**src/rtl/acc_flag_pkg.sv**
```systemverilog
package acc_flag_pkg;
  localparam int DATA_W = 8;

  typedef enum logic [2:0] {
    OP_NOP  = 3'd0,
    OP_LOAD = 3'd1,
    OP_ADD  = 3'd2,
    OP_ADC  = 3'd3,
    OP_SUB  = 3'd4,
    OP_SBC  = 3'd5,
    OP_DAA  = 3'd6,
    OP_NOP7 = 3'd7
  } acc_op_e;

  // bit positions inside the condition code register
  localparam int B_STOP = 7;
  localparam int B_NMIM = 6;
  localparam int B_HALF = 5;
  localparam int B_IRQM = 4;
  localparam int B_NEG  = 3;
  localparam int B_ZERO = 2;
  localparam int B_OVF  = 1;
  localparam int B_CRY  = 0;
endpackage

```
**src/rtl/acc_arith.sv**
```systemverilog
module acc_arith
  import acc_flag_pkg::*;
(
  input  logic [DATA_W-1:0] a_i,
  input  logic [DATA_W-1:0] b_i,
  input  logic              cin_i,
  input  logic              sub_i,
  output logic [DATA_W-1:0] res_o,
  output logic              cry_o,
  output logic              ovf_o,
  output logic              half_o
);
  logic [DATA_W:0] wide;
  logic [4:0]      low;

  always_comb begin
    if (sub_i)
      wide = {1'b0, a_i} - {1'b0, b_i} - {{DATA_W{1'b0}}, cin_i};
    else
      wide = {1'b0, a_i} + {1'b0, b_i} + {{DATA_W{1'b0}}, cin_i};
    low    = {1'b0, a_i[3:0]} + {1'b0, b_i[3:0]} + {4'd0, cin_i};
    res_o  = wide[DATA_W-1:0];
    cry_o  = wide[DATA_W];
    half_o = low[4];
    if (sub_i)
      ovf_o = (a_i[DATA_W-1] != b_i[DATA_W-1]) && (res_o[DATA_W-1] != a_i[DATA_W-1]);
    else
      ovf_o = (a_i[DATA_W-1] == b_i[DATA_W-1]) && (res_o[DATA_W-1] != a_i[DATA_W-1]);
  end
endmodule

```
**src/rtl/acc_bcd_adjust.sv**
```systemverilog
module acc_bcd_adjust
  import acc_flag_pkg::*;
(
  input  logic [DATA_W-1:0] a_i,
  input  logic              half_i,
  input  logic              cry_i,
  output logic [DATA_W-1:0] res_o,
  output logic              cry_o
);
  logic lo_big, hi_big, lo_fix, hi_fix;

  always_comb begin
    lo_big = a_i[3:0] > 4'd9;
    hi_big = a_i[7:4] > 4'd9;
    lo_fix = half_i | lo_big;
    hi_fix = cry_i | hi_big | ((a_i[7:4] == 4'd9) & lo_big);
    res_o  = a_i + {1'b0, hi_fix, hi_fix, 1'b0, 1'b0, lo_fix, lo_fix, 1'b0};
    cry_o  = hi_fix;
  end
endmodule

```
**src/rtl/acc_ccr.sv**
```systemverilog
module acc_ccr
  import acc_flag_pkg::*;
#(
  parameter int N_IRQ = 4
) (
  input  logic             clk,
  input  logic             rst,
  input  logic             we_i,
  input  logic [7:0]       wdata_i,
  input  logic [7:0]       upd_mask_i,
  input  logic [7:0]       upd_val_i,
  input  logic             stop_req_i,
  input  logic             nmi_req_i,
  input  logic [N_IRQ-1:0] irq_req_i,
  output logic [7:0]       ccr_o,
  output logic             stop_en_o,
  output logic             nmi_o,
  output logic             irq_o
);
  logic [7:0] ccr_q;

  always_ff @(posedge clk) begin
    if (rst) begin
      ccr_q[B_STOP] <= 1'b1;
      ccr_q[B_NMIM] <= 1'b1;
      ccr_q[B_IRQM] <= 1'b1;
    end else if (we_i) begin
      ccr_q <= {wdata_i[7], ccr_q[B_NMIM] & wdata_i[6], wdata_i[5:0]};
    end else begin
      ccr_q <= (ccr_q & ~upd_mask_i) | (upd_val_i & upd_mask_i);
    end
  end

  always_ff @(posedge clk) begin
    if (rst) begin
      stop_en_o <= 1'b0;
      nmi_o     <= 1'b0;
      irq_o     <= 1'b0;
    end else begin
      stop_en_o <= stop_req_i & ~ccr_q[B_STOP];
      nmi_o     <= nmi_req_i & ~ccr_q[B_NMIM];
      irq_o     <= (|irq_req_i) & ~ccr_q[B_IRQM];
    end
  end

  assign ccr_o = ccr_q;

  a_r1_ctrl_set: assert property (@(posedge clk) disable iff (rst)
    $past(rst) |-> (ccr_q[B_STOP] && ccr_q[B_NMIM] && ccr_q[B_IRQM]));
  a_r7_nmi_sticky: assert property (@(posedge clk) disable iff (rst)
    (!$past(rst) && !$past(ccr_q[B_NMIM])) |-> !ccr_q[B_NMIM]);
  a_r9_irq_gate: assert property (@(posedge clk) disable iff (rst)
    irq_o |-> !$past(ccr_q[B_IRQM]));
  a_r9_nmi_gate: assert property (@(posedge clk) disable iff (rst)
    nmi_o |-> !$past(ccr_q[B_NMIM]));
  a_r9_stop_gate: assert property (@(posedge clk) disable iff (rst)
    stop_en_o |-> !$past(ccr_q[B_STOP]));
endmodule

```
**src/rtl/acc_flag_unit.sv**
```systemverilog
module acc_flag_unit
  import acc_flag_pkg::*;
#(
  parameter int N_IRQ = 4
) (
  input  logic             clk,
  input  logic             rst,
  input  logic [2:0]       op_i,
  input  logic [7:0]       opnd_i,
  input  logic             ccr_we_i,
  input  logic [7:0]       ccr_wdata_i,
  input  logic             stop_req_i,
  input  logic             nmi_req_i,
  input  logic [N_IRQ-1:0] irq_req_i,
  output logic [7:0]       acc_o,
  output logic [7:0]       ccr_o,
  output logic             stop_en_o,
  output logic             nmi_o,
  output logic             irq_o
);
  acc_op_e         op;
  logic [DATA_W-1:0] acc_q, acc_d;
  logic [DATA_W-1:0] ar_res, bcd_res;
  logic            ar_cry, ar_ovf, ar_half, bcd_cry;
  logic            use_cin, is_sub;
  logic [7:0]      upd_mask, upd_val;

  assign op      = acc_op_e'(op_i);
  assign is_sub  = (op == OP_SUB) || (op == OP_SBC);
  assign use_cin = ((op == OP_ADC) || (op == OP_SBC)) & ccr_o[B_CRY];

  acc_arith u_arith (
    .a_i(acc_q), .b_i(opnd_i), .cin_i(use_cin), .sub_i(is_sub),
    .res_o(ar_res), .cry_o(ar_cry), .ovf_o(ar_ovf), .half_o(ar_half)
  );

  acc_bcd_adjust u_bcd (
    .a_i(acc_q), .half_i(ccr_o[B_HALF]), .cry_i(ccr_o[B_CRY]),
    .res_o(bcd_res), .cry_o(bcd_cry)
  );

  always_comb begin
    acc_d    = acc_q;
    upd_mask = 8'h00;
    upd_val  = 8'h00;
    unique case (op)
      OP_LOAD: acc_d = opnd_i;
      OP_ADD, OP_ADC: begin
        acc_d    = ar_res;
        upd_mask = 8'h2F;
        upd_val[B_HALF] = ar_half;
      end
      OP_SUB, OP_SBC: begin
        acc_d    = ar_res;
        upd_mask = 8'h0F;
      end
      OP_DAA: begin
        acc_d    = bcd_res;
        upd_mask = 8'h0D;
      end
      default: ;
    endcase
    upd_val[B_NEG]  = acc_d[DATA_W-1];
    upd_val[B_ZERO] = (acc_d == '0);
    upd_val[B_OVF]  = ar_ovf;
    upd_val[B_CRY]  = (op == OP_DAA) ? bcd_cry : ar_cry;
  end

  always_ff @(posedge clk) begin
    if (rst) acc_q <= '0;
    else     acc_q <= acc_d;
  end

  assign acc_o = acc_q;

  acc_ccr #(.N_IRQ(N_IRQ)) u_ccr (
    .clk(clk), .rst(rst), .we_i(ccr_we_i), .wdata_i(ccr_wdata_i),
    .upd_mask_i(upd_mask), .upd_val_i(upd_val),
    .stop_req_i(stop_req_i), .nmi_req_i(nmi_req_i), .irq_req_i(irq_req_i),
    .ccr_o(ccr_o), .stop_en_o(stop_en_o), .nmi_o(nmi_o), .irq_o(irq_o)
  );

  a_r4_half_kept: assert property (@(posedge clk) disable iff (rst)
    (!$past(rst) && !$past(ccr_we_i) && ($past(op_i) == 3'd4 || $past(op_i) == 3'd5))
      |-> (ccr_o[B_HALF] == $past(ccr_o[B_HALF])));
  a_r8_write_wins: assert property (@(posedge clk) disable iff (rst)
    (!$past(rst) && $past(ccr_we_i))
      |-> ({ccr_o[7], ccr_o[5:0]} == {$past(ccr_wdata_i[7]), $past(ccr_wdata_i[5:0])}));
  a_r5_zero_flag: assert property (@(posedge clk) disable iff (rst)
    (!$past(rst) && !$past(ccr_we_i) && $past(op_i) >= 3'd2 && $past(op_i) <= 3'd6)
      |-> (ccr_o[B_ZERO] == (acc_o == 8'h00)));
  a_r2_load_keeps: assert property (@(posedge clk) disable iff (rst)
    (!$past(rst) && !$past(ccr_we_i) && $past(op_i) == 3'd1)
      |-> (ccr_o == $past(ccr_o)));
endmodule

```
**config.mk**
```make
export PLATFORM = sky130hd
export DESIGN_NAME = acc_flag_unit
export DESIGN_NICKNAME = d
export VERILOG_FILES = /design/src/rtl/acc_flag_pkg.sv /design/src/rtl/acc_arith.sv /design/src/rtl/acc_bcd_adjust.sv /design/src/rtl/acc_ccr.sv /design/src/rtl/acc_flag_unit.sv
export SDC_FILE = /design/constraint.sdc
export NUM_CORES = 1
export LEC_CHECK = 0
export ABC_CLOCK_PERIOD_IN_PS = 4340
export BUFFER_PORTS_ARGS = -buffer_cell sky130_fd_sc_hd__buf_4
export CELL_PAD_IN_SITES_DETAIL_PLACEMENT = 0
export CELL_PAD_IN_SITES_GLOBAL_PLACEMENT = 1
export CORE_UTILIZATION = 41
export DETAILED_ROUTE_END_ITERATION = 7
export PLACE_DENSITY = 0.81
export RECOVER_POWER = 25
export SYNTH_ARGS = -nofsm -noshare
export SYNTH_HDL_FRONTEND = slang
export SYNTH_SLANG_ARGS = --single-unit
```
**constraint.sdc**
```tcl
create_clock -name clk -period 4.34 [get_ports clk]
set_input_delay 0.868 -clock clk [delete_from_list [all_inputs] [get_ports clk]]
set_output_delay 0.868 -clock clk [all_outputs]
set_load 0.02 [all_outputs]
```
==> flow_metrics.env, run 1 <==
export IMPL_skew_ps=5.51
export IMPL_synth_seq_area_share_pct=18.8
export IMPL_r2r_cells=9
export IMPL_slowest_delay_ps=500
export IMPL_drt_initial_drc_count=110
export IMPL_drc_errors=0
export IMPL_hpwl_mm=5.25
export IMPL_rsz0062_at_grt="false"
export IMPL_p_per_area_nw_per_um2=352
export IMPL_overflow=0
export IMPL_cts_sinks=19
export IMPL_status="finished, final reports clean"
export IMPL_die_y_um=76.8
export IMPL_dr_pass1_iters=4
export IMPL_ys_seq_elements=19
export IMPL_ant_nets=0
export IMPL_synth_main_ff_cell="dfxtp_1"
export IMPL_setup_violations=0
export IMPL_clock_path_buffers=2
export IMPL_dieArea_um2=5900
export IMPL_start_kind="input pin"
export IMPL_min_path_cells=1
export IMPL_synth_enable_flop_cells=5
export IMPL_io_buffers=46
export IMPL_place_ws_ps=336
export IMPL_rows=26
export IMPL_worstHoldStart="u_ccr.ccr_o[7]"
export IMPL_crit_top_cell="fa_1"
export IMPL_antenna_cells=0
export IMPL_postCtsHoldBufs=0
export IMPL_antenna_found_initial=0
export IMPL_holdPathEnd="u_ccr.stop_en_o"
export IMPL_postLayoutCoreUtil_pct=51.9
export IMPL_relSlewSlack_pct=46.9
export IMPL_crit_buf_inv=2
export IMPL_via_count=2267
export IMPL_crit_required_ps=4420
export IMPL_viasPerCell=5.67
export IMPL_path_delay_family="compound AO/OA/AOI/OAI gates"
export IMPL_clock_latency_ps=260
export IMPL_min_period_ps=3750
export IMPL_yosys_warnings=0
export IMPL_drive_gt1_share_pct=16.7
export IMPL_tightest_slew_ps=797
export IMPL_cts_buffers=3
export IMPL_period_share_pct=86.5
export IMPL_hold_violations=0
export IMPL_cp_end_kind="register"
export IMPL_p_leak_uw=0.00121
export IMPL_slew_viol_final=0
export IMPL_synth_cell_types=57
export IMPL_boundaryPins=47
export IMPL_start_util_pct=43.8
export IMPL_worstPathArrival_ps=3840
export IMPL_synthesis_nets=351
export IMPL_path_class="in2reg"
export IMPL_clockRootBuffer="clkbuf_8"
export IMPL_synthArstFlopShare_pct=0
export IMPL_grt_pass1_wl_mm=10.8
export IMPL_syn_area_um2=2290
export IMPL_r2r_slack_ps=930
export IMPL_coreArea_um2=5240
export IMPL_critical_path_cell_chain="buf_4, xor2_1, nand3_1, inv_1, fa_1, fa_1, nor2_1, a211oi_1, o32a_1, or4_1, a2111o_1, o41ai_2"
export IMPL_layout_nets=391
export IMPL_setup_tns_ps=0
export IMPL_setup_slack_ps=586
export IMPL_grt_max_degree=18
export IMPL_crit_slowest_cell="or4_1"
export IMPL_routed_wirelength_mm=6.61
export IMPL_cts_tree="built"
export IMPL_gp_congestion=1.01
export IMPL_ir_drop_v=0.000183
export IMPL_die_w_um=76.8
export IMPL_grt_pass1_vias=2104
export IMPL_cts_resized=0
export IMPL_h_tree_depth=1
export IMPL_routedWlPerCell_um=16.5
export IMPL_drv_cap=0
export IMPL_grt_usage_pct=23.3
export IMPL_syn2layout_area_growth_pct=18.4
export IMPL_cts_setup_buffers=0
export IMPL_fmax_mhz=266
export IMPL_syn_avg_cell_area_um2=7.89
export IMPL_r2r_start="acc_o[1]"
export IMPL_crit_fanout=16
export IMPL_hp_class="reg2reg"
export IMPL_synthCells=291
export IMPL_cts_clk_slew_worst_paths_ps=80
-- through the flow --
stage	std cells	area [µm²]	hold WS, ps	total power, µW
global route	400	2720	476	1030
global placement	396	2690	429	822
finish	400	2720	441	955
CTS	400	2730	445	958
floorplan	291	2290	556	655
detailed placement	396	2690	436	827
-- worst register-to-register path, delay by kind of cell (launching register included) --
family                     cells  cell delay (ps)
DFF                            1              450
AOI/OAI and AO/OA              5             1340
and+or+nand+nor                2              720
adders and majority gates      2              720
-- Yosys cell counts, types with 6 or more instances --
library cell  number  area [µm²]
nand2_1            9        33.8
ha_1              27         338
xor2_1             6        52.6
nor2_1            28         105
xnor2_1            7        61.3
inv_1             33         124
dfxtp_1           14         280
nor2b_1            9        56.3
mux2i_1            6        60.1
a21oi_1           13        65.1
o21ai_0           21         105
clkbuf_1           9        33.8
nand3_1            7        35.0
-- worst max-delay path by stage --
| stage | start | to | slack (ps) | cells after the start |
|---|---|---|---|---|
| 4_1_cts | op_i[1] | register | 600 | 12 |
| 3_3_place_gp | op_i[1] | register | 390 | 12 |
| 2_1_floorplan | op_i[2] | register | 510 | 12 |
| 3_5_place_dp | op_i[1] | register | 340 | 12 |
| 6_report | op_i[1] | register | 590 | 12 |
| 5_1_grt | op_i[2] | register | 480 | 12 |
-- per-layer routing --
metal / GRT usage, % / up-vias / part of all wire, %
met4: 3.85 / 0 / 1.2
li1: - / 1119 / -
met5: 0 / - / 0
met3: 3.10 / 7 / 4.7
met2: 38.8 / 58 / 47
met1: 32.3 / 1083 / 47
-- report_power, final --
group          switching (µW)  leakage, µW  internal, µW
combinational             329      0.00103           258
sequential               35.9     0.000165           204
clock                    63.3    0.0000228          65.4
total                     428      0.00121           527
-- area by class of cell --
cell class                 instances  area, µm²
clock buffer                       4       45.0
fill                             535       2520
inverter                          33        124
tap                               70       87.6
timing repair buffer              50        360
multi-input combinational        224       1670
sequential                        19        430
-- kinds of logic after synthesis --
group	Yosys count	share of synthesized area [%]
AO/OA/AOI/OAI	80	24.0
multiplexers	7	3.11
flip-flops	19	18.8
adder cells (fa/ha/maj)	32	19.1
XOR/XNOR	13	4.96
AND/OR/NAND/NOR	92	21.6
buffers and inverters	48	8.51
-- cells in the final DEF, fill, tap and decap left out, types with 4 or more instances in the layout --
cell | Yosys | routed
buf_4 | 3 | 46
inv_1 | 33 | 33
nor2_1 | 28 | 28
ha_1 | 27 | 27
o21ai_0 | 21 | 21
dfxtp_1 | 14 | 14
a21oi_1 | 13 | 13
nand2_1 | 9 | 9
nor2b_1 | 9 | 9
nand3_1 | 7 | 7
xnor2_1 | 7 | 7
xor2_1 | 6 | 6
mux2i_1 | 6 | 6
nand2b_1 | 5 | 5
a31oi_1 | 5 | 5
nor4_1 | 5 | 5
nor3b_1 | 5 | 5
nor3_1 | 5 | 5
fa_1 | 5 | 5
edfxtp_1 | 5 | 5
clkbuf_1 | 9 | 5
a211oi_1 | 4 | 4
o22ai_1 | 4 | 4
No activity file was read; power rests on OpenSTA's default activity.
==> inputs of run 2 (changes only) <==
CELL_PAD_IN_SITES_DETAIL_PLACEMENT = 1   (was 0)
==> run 2 against run 1 <==
  * Worst hold slack worse by 4.6 ps
  * Die area stayed put
  * Wire length is 10% higher
  * First-iteration DRC count is 15% higher
  * Total power is 1.1% higher
  * Final area stayed put
  * Via count is 2.3% higher
  * Global-route usage is 2.6 points higher
  * Critical path type unchanged
  * Highest routed layer unchanged
==> flow_metrics.env, run 2 (synthesis results as in run 1) <==
export IMPL_rsz0062_at_grt="false"
export IMPL_dieArea_um2=5900
export IMPL_crit_required_ps=4420
export IMPL_coreArea_um2=5240
export IMPL_routed_wirelength_mm=7.28
export IMPL_cts_setup_buffers=0
export IMPL_r2r_cells=9
export IMPL_rows=26
export IMPL_path_class="in2reg"
export IMPL_fmax_mhz=263
export IMPL_final_common_cell="buf_4"
export IMPL_viasPerCell=5.80
export IMPL_placed_cells=396
export IMPL_h_tree_depth=1
export IMPL_clockRootBuffer="clkbuf_8"
export IMPL_relSlewSlack_pct=45.2
export IMPL_switching_share_pct=45.4
export IMPL_antenna_found_initial=0
export IMPL_drive_gt1_share_pct=16.7
export IMPL_hold_violations=0
export IMPL_gp_congestion=1.01
export IMPL_final_cell_mix="46 x buf_4, 33 x inv_1, 28 x nor2_1, 27 x ha_1, 21 x o21ai_0"
export IMPL_layout_nets=391
export IMPL_cp_depth=12
export IMPL_cts_tree="built"
export IMPL_clock_path_buffers=2
export IMPL_setup_tns_ps=0
export IMPL_p_per_area_nw_per_um2=356
export IMPL_crit_buf_inv=2
export IMPL_ant_nets=0
export IMPL_antenna_cells=0
export IMPL_p_leak_uw=0.00121
export IMPL_critical_path_cell_chain="buf_4, xor2_1, nand3_1, inv_1, fa_1, fa_1, mux2i_1, mux2i_1, a31oi_1, or4_1, a2111o_1, o41ai_2"
export IMPL_seqPwrFrac_pct=25.0
export IMPL_power_switching_uw=439
export IMPL_slew_viol_final=0
export IMPL_internal_power_uw=527
export IMPL_drt_initial_drc_count=126
export IMPL_routedWlPerCell_um=18.2
export IMPL_dr_pass1_iters=4
export IMPL_min_period_ps=3800
export IMPL_skew_ps=4.97
export IMPL_ir_drop_v=0.000185
export IMPL_grt_usage_pct=26.0
export IMPL_p_clk_share_pct=13.2
export IMPL_cp_end_kind="register"
export IMPL_hpwl_mm=5.86
export IMPL_cts_resized=0
export IMPL_drv_cap=0
export IMPL_cts_buffers=3
export IMPL_cts_sinks=19
export IMPL_p_comb_share_pct=61.9
export IMPL_status="finished, final reports clean"
export IMPL_crit_slowest_cell="or4_1"
export IMPL_cts_clk_slew_worst_paths_ps=80
export IMPL_grt_pass1_vias=2446
export IMPL_overflow=0
export IMPL_postCtsHoldBufs=0
export IMPL_period_share_pct=87.7
export IMPL_clock_latency_ps=260
export IMPL_min_path_cells=1
export IMPL_die_w_um=76.8
export IMPL_worstPathArrival_ps=3880
export IMPL_start_kind="input pin"
export IMPL_syn2layout_area_growth_pct=18.4
export IMPL_tightest_slew_ps=823
export IMPL_whs_ps=436
export IMPL_io_buffers=46
export IMPL_die_y_um=76.8
export IMPL_via_count=2319
export IMPL_final_cell_count_no_fill=400
export IMPL_slowest_delay_ps=540
export IMPL_setup_violations=0
export IMPL_crit_fanout=16
export IMPL_grt_pass1_wl_mm=12.2
export IMPL_grt_max_degree=18
export IMPL_drc_errors=0
export IMPL_start_util_pct=43.8
export IMPL_path_delay_family="adder cells"
export IMPL_boundaryPins=47
export IMPL_hp_class="reg2reg"
==> run 2: cell counts in the layout (fill, tap and decap cells not counted) <==
No cell type changed its count.
==> run 2: final cells by class <==
cell class              instances  area [µm²]
multi-input cells             224        1670
fillers                       671        2520
repair buffers                 50         360
clock buffers                   4        45.0
well taps                      70        87.6
flip-flops and latches         19         430
inverters                      33         124
==> run 2: power groups by stage <==
stage / sequential [µW] / combinational [µW] / clock [µW]
finish: 241 / 598 / 127
global route: 245 / 671 / 139
CTS: 241 / 601 / 129
detailed placement: 244 / 597 / 0
global placement: 244 / 579 / 0
floorplan: 255 / 400 / 0
==> run 2: worst reg2reg max path, stage by stage (launching register included) <==
cell	delay, ps
dfxtp_1	450
o21ai_0	410
nand2b_1	200
ha_1	250
fa_1	460
a22oi_1	210
a31oi_1	120
or4_1	540
a2111o_1	340
o41ai_2	270
==> run 2: final timing paths <==
kind | startpoint | end | slack, ps
setup reg to reg | acc_o[1] | register | 900
hold reg to reg | u_ccr.ccr_o[7] | u_ccr.stop_en_o | 440
hold / removal | u_ccr.ccr_o[7] | u_ccr.stop_en_o | 440
setup / recovery | op_i[1] | register | 540
==> run 2: through the flow <==
| stage | power (µW) | utilization [%] | cell area, µm² | setup slack [ps] |
|---|---|---|---|---|
| after floorplan | 655 | - | 2290 | 513 |
| after global placement | 822 | 51.3 | 2690 | 391 |
| after detailed placement | 841 | 51.3 | 2690 | 287 |
| after CTS | 971 | 52.2 | 2730 | 550 |
| after global routing | 1050 | 51.9 | 2720 | 432 |
| final | 966 | 51.9 | 2720 | 536 |
==> run 2: metal layers <==
metal / up-vias / track usage (%) / part of all wire [%]
met2: 61 / 45.4 / 48
met5: - / 0 / 0
met3: 6 / 3.33 / 4.1
met4: 0 / 4.04 / 1.2
met1: 1129 / 34.3 / 46
li1: 1123 / - / -
